### src/rtl/hub_chg_pkg.sv
// Package: shared sizes for the hub status change reporter.
// Assumes a hub with one own flag plus a small number of ports.
package hub_chg_pkg;
    parameter int unsigned NPORT  = 4;
    parameter int unsigned NFLAG  = NPORT + 1;
    parameter int unsigned BYTE_W = 8;
    parameter int unsigned IDX_W  = 3;

    typedef enum logic [1:0] {
        RESP_NONE = 2'b00,
        RESP_NAK  = 2'b01,
        RESP_DATA = 2'b10
    } resp_e;
endpackage

### src/rtl/hub_chg_flags.sv
// Module: sticky change flag store.
// Each flag is set by a pulse and cleared by an indexed host clear.
// A set request wins over a clear in the same cycle.
// A flush empties every flag at once.
// Assumes the clear index is sampled only when the clear strobe is high.
module hub_chg_flags #(
    parameter int unsigned NFLAG = 5,
    parameter int unsigned IDX_W = 3
) (
    input  logic             clk,
    input  logic             rst_n,
    input  logic [NFLAG-1:0] set_i,
    input  logic             clr_stb_i,
    input  logic [IDX_W-1:0] clr_idx_i,
    input  logic             flush_i,
    output logic [NFLAG-1:0] flags_o
);
    logic [NFLAG-1:0] flags_q;

    for (genvar g = 0; g < NFLAG; g++) begin : g_flag
        logic clr_hit;
        // decode the clear request for this flag
        assign clr_hit = clr_stb_i && (clr_idx_i == IDX_W'(g));
        // hold one sticky flag; set wins over clear, flush empties it
        always_ff @(posedge clk) begin
            if (!rst_n || flush_i)
                flags_q[g] <= 1'b0;
            else if (set_i[g])
                flags_q[g] <= 1'b1;
            else if (clr_hit)
                flags_q[g] <= 1'b0;
        end
    end

    assign flags_o = flags_q;
endmodule

### src/rtl/hub_chg_resp.sv
// Module: poll responder.
// Registers one response, one cycle after a poll strobe.
// The response is a NAK, or a data byte holding the flag bitmap.
// Assumes flags_i is the registered flag state before this edge.
module hub_chg_resp
    import hub_chg_pkg::*;
#(
    parameter int unsigned NFLAG  = 5,
    parameter int unsigned BYTE_W = 8
) (
    input  logic              clk,
    input  logic              rst_n,
    input  logic              poll_i,
    input  logic              cfg_i,
    input  logic [NFLAG-1:0]  flags_i,
    output logic              nak_o,
    output logic              dvalid_o,
    output logic [BYTE_W-1:0] data_o
);
    localparam int unsigned PAD_W = BYTE_W - NFLAG;

    resp_e             kind_d, kind_q;
    logic [BYTE_W-1:0] byte_q;

    // choose the kind of response for a poll in this cycle
    always_comb begin
        kind_d = RESP_NONE;
        if (poll_i)
            kind_d = (cfg_i && (|flags_i)) ? RESP_DATA : RESP_NAK;
    end

    // register the response kind and the byte
    always_ff @(posedge clk) begin
        if (!rst_n) begin
            kind_q <= RESP_NONE;
            byte_q <= '0;
        end else begin
            kind_q <= kind_d;
            if (kind_d == RESP_DATA)
                byte_q <= {{PAD_W{1'b0}}, flags_i};
        end
    end

    assign nak_o    = (kind_q == RESP_NAK);
    assign dvalid_o = (kind_q == RESP_DATA);
    assign data_o   = dvalid_o ? byte_q : '0;
endmodule

### src/rtl/hub_chg_report.sv
// Module: hub status change reporter, top level.
// Latches hub and port change events.
// Clears all flags on a bus reset or when configuration is lost.
// Answers status endpoint polls.
// Assumes all inputs are synchronous to clk.
module hub_chg_report
    import hub_chg_pkg::*;
(
    input  logic              clk,
    input  logic              rst_n,
    input  logic [NFLAG-1:0]  chg_evt_i,
    input  logic              clr_stb_i,
    input  logic [IDX_W-1:0]  clr_idx_i,
    input  logic              configured_i,
    input  logic              bus_reset_i,
    input  logic              poll_stb_i,
    output logic              nak_o,
    output logic              dvalid_o,
    output logic [BYTE_W-1:0] data_o
);
    logic             cfg_q;
    logic             flush;
    logic [NFLAG-1:0] flags;

    // remember the configured level to detect its falling edge
    always_ff @(posedge clk) begin
        if (!rst_n)
            cfg_q <= 1'b0;
        else
            cfg_q <= configured_i;
    end

    assign flush = bus_reset_i || (cfg_q && !configured_i);

    hub_chg_flags #(.NFLAG(NFLAG), .IDX_W(IDX_W)) u_flags (
        .clk       (clk),
        .rst_n     (rst_n),
        .set_i     (chg_evt_i),
        .clr_stb_i (clr_stb_i),
        .clr_idx_i (clr_idx_i),
        .flush_i   (flush),
        .flags_o   (flags)
    );

    hub_chg_resp #(.NFLAG(NFLAG), .BYTE_W(BYTE_W)) u_resp (
        .clk      (clk),
        .rst_n    (rst_n),
        .poll_i   (poll_stb_i),
        .cfg_i    (configured_i),
        .flags_i  (flags),
        .nak_o    (nak_o),
        .dvalid_o (dvalid_o),
        .data_o   (data_o)
    );
endmodule

### config.mk
export PLATFORM = sky130hd
export DESIGN_NAME = hub_chg_report
export DESIGN_NICKNAME = d
export VERILOG_FILES = /design/src/rtl/hub_chg_pkg.sv /design/src/rtl/hub_chg_flags.sv /design/src/rtl/hub_chg_resp.sv /design/src/rtl/hub_chg_report.sv
export SDC_FILE = /design/constraint.sdc
export NUM_CORES = 1
export LEC_CHECK = 0
export ABC_AREA = 1
export BUFFER_PORTS_ARGS = -buffer_cell sky130_fd_sc_hd__buf_2
export CORE_UTILIZATION = 35
export CTS_CLUSTER_SIZE = 8
export DETAILED_ROUTE_END_ITERATION = 6
export GPL_TIMING_DRIVEN = 0
export PLACE_DENSITY_LB_ADDON = 0.08
export RECOVER_POWER = 25
export SYNTH_ARGS = -nofsm -noshare
export SYNTH_HDL_FRONTEND = slang
export SYNTH_SLANG_ARGS = --single-unit
### constraint.sdc
create_clock -name clk -period 2.18 [get_ports clk]
set_input_delay 0.218 -clock clk [delete_from_list [all_inputs] [get_ports clk]]
set_output_delay 0.218 -clock clk [all_outputs]
set_load 0.03 [all_outputs]
==> results of run 1 <==
cells in the mapped netlist:
cell     instances
conb_1           1
nor2_2           3
inv_2            1
nand3_4          2
nand2_1         15
nand3_1          5
buf_4            5
inv_1           21
a21oi_1          6
dfxtp_1         13
nand4_1          5
nor2_1          20
o21ai_2          1
metal layers:
metal	GRT usage	wire length, um
met1	0.197	644
met2	0.240	520
met3	0.0595	73
met4	0.0182	0
met5	0	0
worst max-delay path by stage:
stage | start | end | slack, ns
finish | u_resp.kind_q[0]$_SDFF_PN0_ | data_o[4] | 0.86
detailed placement | u_resp.kind_q[0]$_SDFF_PN0_ | data_o[4] | 1.14
global placement | u_resp.kind_q[0]$_SDFF_PN0_ | data_o[0] | 1.17
CTS | u_resp.kind_q[0]$_SDFF_PN0_ | data_o[4] | 0.83
floorplan | u_resp.kind_q[0]$_SDFF_PN0_ | data_o[0] | 1.10
global route | u_resp.kind_q[0]$_SDFF_PN0_ | data_o[4] | 0.76
flip-flops by register name, summed over array words and instances, names as in the netlist:
name,count
u_resp.kind_q,2
u_flags.flags_o,5
cfg_q,1
u_resp.byte_q,5
per-stage QoR:
step | setup WS (ns) | power [uW]
after floorplan | 1.10 | 335
after global placement | 1.17 | 358
after detailed placement | 1.14 | 360
after CTS | 0.826 | 508
after global routing | 0.757 | 532
final | 0.862 | 499
cell type report:
type,count,area [um2],area share
multi-input cells,60,288,0.354
flip-flops and latches,13,260,0.320
repair buffers,18,90.1,0.111
inverters,22,82.6,0.102
plain buffers,5,33.8,0.0416
well taps,25,31.3,0.0385
clock buffers,4,26.3,0.0324
power groups by stage:
stage / sequential, uW / combinational, uW / clock (uW)
final: 257 / 95.5 / 147
after global routing: 259 / 110 / 164
after CTS: 257 / 98.4 / 153
after detailed placement: 262 / 98.0 / 0
after global placement: 262 / 96.5 / 0
after floorplan: 261 / 73.6 / 0
placed cells by master (no fill, tap or decap):
cell / n
nor2_2: 3
a21oi_1: 6
dfxtp_1: 13
nand3_4: 2
clkbuf_4: 3
o21ai_0: 1
inv_2: 1
buf_4: 4
inv_1: 21
conb_1: 3
nor2_1: 20
clkbuf_1: 2
nand3_1: 5
buf_2: 18
nand4_1: 5
nand2_1: 15
logic make-up (layout without fill, tap and decap cells):
kind of cell,Yosys count,after routing,share of synthesized area
flip-flops,13,13,0.392
AND/OR/NAND/NOR,50,50,0.363
other,1,3,0.00564
AO/OA/AOI/OAI,7,7,0.0584
buffers and inverters,27,49,0.181
critical path: cells and delay by family, from the launching register on:
family | cells | cell delay (ns)
buf+inv | 2 | 0.26
simple gates | 2 | 0.26
flops | 1 | 0.30
==> impl_metrics.py, run 1 <==
metrics = {
    "timing": {
        "period_share": 0.604,
        "rsz0062_at_grt": "no",
        "maxSlewHeadroom": 0.599,
        "worstMarginPinSlew_ns": 0.596,
        "fin_crit_ns": 1.32,
        "hold_ws_ns": 0.142,
        "finClkSkew_ns": 0.00392,
        "final_max_slew_viol_count": 0,
        "finalSetupViolations": 0,
        "hold_viol": 0,
        "final.setup.tns_ns": 0,
        "max_freq_mhz": 759,
    },
    "global_routing": {
        "antenna_found_initial": 0,
        "track_usage": 0.151,
        "grt_overflow": 0,
        "grt_pass1_vias": 586,
        "grt_pass1_wl_um": 2300,
        "grt_max_degree": 10,
    },
    "setup_path": {
        "crit_path_cell_trace": "inv_1 -> nand2_1 -> nor2_1 -> buf_2",
        "reg2reg_from": "cfg_q$_SDFF_PN0_",
        "worst_r2r_path_depth": 3,
        "cp.arrival_ns": 1.10,
        "reg2reg_slack_ns": 1.12,
        "regToRegEndpoint": "u_flags.flags_o[1]$_SDFFE_PP0P_",
        "crit_type": "reg -> out",
        "critical_path.max_fanout": 6,
        "slowest_delay_ns": 0.30,
        "crit_path_start_kind": "flop",
        "critPathSlowestCell": "dfxtp_1",
        "required_ns": 1.96,
        "endpoint_kind": "output pin",
    },
    "finish": {
        "final_util": 0.465,
        "instances_no_fill": 147,
        "drive_gt1_frac": 0.254,
        "area_delta_synth_final_pct": 22.2,
        "final_area_um2": 812,
        "fillers": 207,
        "nNetsFinal": 137,
        "diodes": 0,
    },
    "placement": {
        "placed_area_um2": 793,
        "io_buffers": 18,
        "place.gp.congestion": 0.740,
        "dp_hpwl_um": 991,
        "dp_cells": 143,
    },
    "route": {
        "route.detailed.drc": 0,
        "routed_wl_um": 1240,
        "wl_per_cell_um": 8.41,
        "vias": 615,
        "viasPerCell": 4.18,
        "drt_first_iter_violations": 7,
        "drt.antenna.violating_nets": 0,
        "first_pass_iters": 3,
    },
    "clock_network": {
        "cts_hold_buf": 0,
        "clkTransAtPathRegs_ns": 0.08,
        "cts_buffers": 3,
        "clock-sinks": 13,
        "cts_resized": 0,
        "cts_root_buffer": "clkbuf_4",
        "cts_tree": "built",
        "clk_latency_ns": 0.27,
        "cts_buffer_depth": 2,
        "cts_setup_buffers": 0,
        "htreeDepth": 1,
    },
    "power": {
        "switching_power_uw": 141,
        "ir_worst_vdd_mv": 0.342,
        "switching_share": 0.283,
        "clkPwrFrac": 0.294,
        "power_density_nw_per_um2": 615,
        "internal_power_uw": 358,
        "p_seq_frac": 0.514,
        "comb_power_share": 0.191,
        "power.leakage_uw": 0.000429,
    },
    "yosys": {
        "yosys_warnings": 0,
        "synth_top_cell_area_share": 0.392,
        "synthDistinctLibCells": 13,
        "synth_top_cell_by_area": "dfxtp_1",
        "seq_area_frac_synth": 0.392,
        "syn_area_um2": 664,
        "synthCells": 98,
        "synth_area_leaders": "dfxtp_1 (39%), inv_1 (12%), nor2_1 (11%), nand2_1 (8.5%), buf_4 (5.6%)",
        "avgSynthCellArea_um2": 6.78,
        "synth_seq_cells": 13,
    },
    "floorplanning": {
        "fp.coreArea_um2": 1750,
        "num_rows": 15,
        "dieHeight_um": 45.6,
        "start_util": 0.381,
        "dieArea_um2": 2080,
        "die-width_um": 45.6,
        "num_io_pins": 24,
    },
    "hold_path": {
        "min_path_cells": 3,
        "hold_path.class": "in -> reg",
        "hold_path_end": "u_flags.flags_o[0]$_SDFFE_PP0P_",
        "min_from": "chg_evt_i[0]",
    },
    "flow_run": {
        "maxCapViolations": 0,
    },
    "outcome": {
        "status": "completed",
    },
}
Note: power is estimated with default switching activity, not from simulation.
==> inputs of run 2 (changes only) <==
Clock period 2.18 ns to 1.3 ns, I/O delays scaled along.
==> run 2 against run 1 <==
  * Cell count stayed put
  * Via count stayed put
  * Critical path depth stayed put
  * Count of clock-buffer cells in the layout stayed put
  * Global-route usage stayed put
  * Power is 68% higher
  * Sequential power is 68% higher
  * First-iteration DRC count stayed put
  * Critical path type unchanged
==> impl_metrics.py, run 2 (same netlist as run 1, synthesis figures left out) <==
metrics = {
    "outcome": {
        "status": "completed",
    },
    "route": {
        "viasPerCell": 4.18,
        "routed_wl_um": 1240,
        "vias": 615,
        "wl_per_cell_um": 8.45,
        "drt.antenna.violating_nets": 0,
        "route.detailed.drc": 0,
        "first_pass_iters": 3,
        "drt_first_iter_violations": 7,
    },
    "timing": {
        "hold_viol": 0,
        "final_max_slew_viol_count": 0,
        "period_share": 0.903,
        "finalSetupViolations": 0,
        "finClkSkew_ns": 0.00392,
        "final.setup.tns_ns": 0,
        "fin_crit_ns": 1.17,
        "maxSlewHeadroom": 0.599,
        "max_freq_mhz": 852,
        "rsz0062_at_grt": "no",
        "worstMarginPinSlew_ns": 0.596,
    },
    "clock_network": {
        "cts_tree": "built",
        "htreeDepth": 1,
        "cts_hold_buf": 0,
        "clock-sinks": 13,
        "cts_buffers": 3,
        "cts_buffer_depth": 2,
        "clk_latency_ns": 0.27,
        "cts_root_buffer": "clkbuf_4",
        "clkTransAtPathRegs_ns": 0.08,
    },
    "finish": {
        "mostFrequentLayoutCells": "inv_1 (21), nor2_1 (20), buf_2 (18)",
        "fillers": 210,
        "nNetsFinal": 137,
        "regArea_um2": 260,
        "multi_input_area_um2": 290,
        "final_common_cell": "inv_1",
        "diodes": 0,
        "drive_gt1_frac": 0.262,
        "area_delta_synth_final_pct": 22.6,
    },
    "setup_path": {
        "endpoint_kind": "output pin",
        "cp.arrival_ns": 1.04,
        "crit_path_start_kind": "flop",
        "critical_path.max_fanout": 6,
        "crit_type": "reg -> out",
        "required_ns": 1.17,
    },
    "global_routing": {
        "grt_overflow": 0,
        "track_usage": 0.151,
        "antenna_found_initial": 0,
        "grt_max_degree": 10,
        "grt_pass1_wl_um": 2300,
        "grt_pass1_vias": 586,
    },
    "placement": {
        "dp_hpwl_um": 991,
        "io_buffers": 18,
        "place.gp.congestion": 0.740,
    },
    "power": {
        "internal_power_uw": 600,
        "power.leakage_uw": 0.000430,
        "power_density_nw_per_um2": 1030,
        "p_seq_frac": 0.514,
        "switching_power_uw": 237,
        "comb_power_share": 0.192,
        "clkPwrFrac": 0.294,
        "fin_total_pwr_uw": 838,
        "switching_share": 0.283,
        "ir_worst_vdd_mv": 0.574,
    },
    "flow_run": {
        "maxCapViolations": 0,
    },
    "floorplanning": {
        "start_util": 0.381,
        "fp.coreArea_um2": 1750,
        "num_rows": 15,
        "dieHeight_um": 45.6,
        "dieArea_um2": 2080,
        "die-width_um": 45.6,
        "num_io_pins": 24,
    },
    "hold_path": {
        "hold_path.class": "in -> reg",
    },
}
run 2: changes by cell type in the layout (fill, tap and decap cells not counted):
| cell | before | now |
|---|---|---|
| nand2_2 | 0 | 1 |
| nand2_1 | 15 | 14 |
run 2: critical path, cell delays in order, from the launching register on:
cell     delay (ns)
dfxtp_1        0.30
inv_1          0.08
nand2_2        0.10
nor2_1         0.10
buf_2          0.20
run 2: what timing repair did:
| item | CTS | global route |
|---|---|---|
| endpoints found under the setup margin | 0 | 5 |
| gates resized for setup | 0 | 1 |
| setup buffers | 0 | 0 |
| hold endpoints to repair | 0 | 0 |
run 2: cell type report:
type                    count  area share
well taps                  25      0.0384
repair buffers             18       0.111
flip-flops and latches     13       0.320
clock buffers               4      0.0323
plain buffers               5      0.0415
multi-input cells          60       0.356
inverters                  22       0.101
run 2: worst paths after layout:
kind / cells past startpoint / endpoint / slack, ns / start
setup / recovery: 4 / data_o[4] / 0.13 / u_resp.kind_q[0]$_SDFF_PN0_
hold / removal: 3 / u_flags.flags_o[0]$_SDFFE_PP0P_ / 0.05 / chg_evt_i[0]
setup reg to reg: 3 / u_flags.flags_o[1]$_SDFFE_PP0P_ / 0.24 / cfg_q$_SDFF_PN0_
hold reg to reg: 2 / u_flags.flags_o[3]$_SDFFE_PP0P_ / 0.50 / u_flags.flags_o[3]$_SDFFE_PP0P_
run 2: per-layer routing:
layer	track usage	up-vias	wire, um
met4	0.0182	0	0
met3	0.0595	0	73
met2	0.240	14	526
met1	0.197	263	642
li1	-	338	-
met5	0	-	0
run 2: power by group through the flow:
stage | sequential [uW] | combinational, uW | clock, uW
final | 431 | 161 | 246
after floorplan | 437 | 123 | 0
after CTS | 431 | 165 | 256
after detailed placement | 440 | 164 | 0
after global routing | 434 | 184 | 275
after global placement | 439 | 162 | 0
run 2: through the flow:
stage / instances / util / area, um2 / hold WS [ns] / setup slack [ns]
floorplan: 100 / - / 672 / 0.246 / 0.311
global placement: 143 / 0.454 / 793 / 0.341 / 0.307
detailed placement: 143 / 0.454 / 793 / 0.343 / 0.296
CTS: 147 / 0.470 / 820 / 0.0557 / 0.0344
global route: 147 / 0.467 / 815 / 0.0548 / 0.0397
finish: 147 / 0.467 / 815 / 0.0545 / 0.126
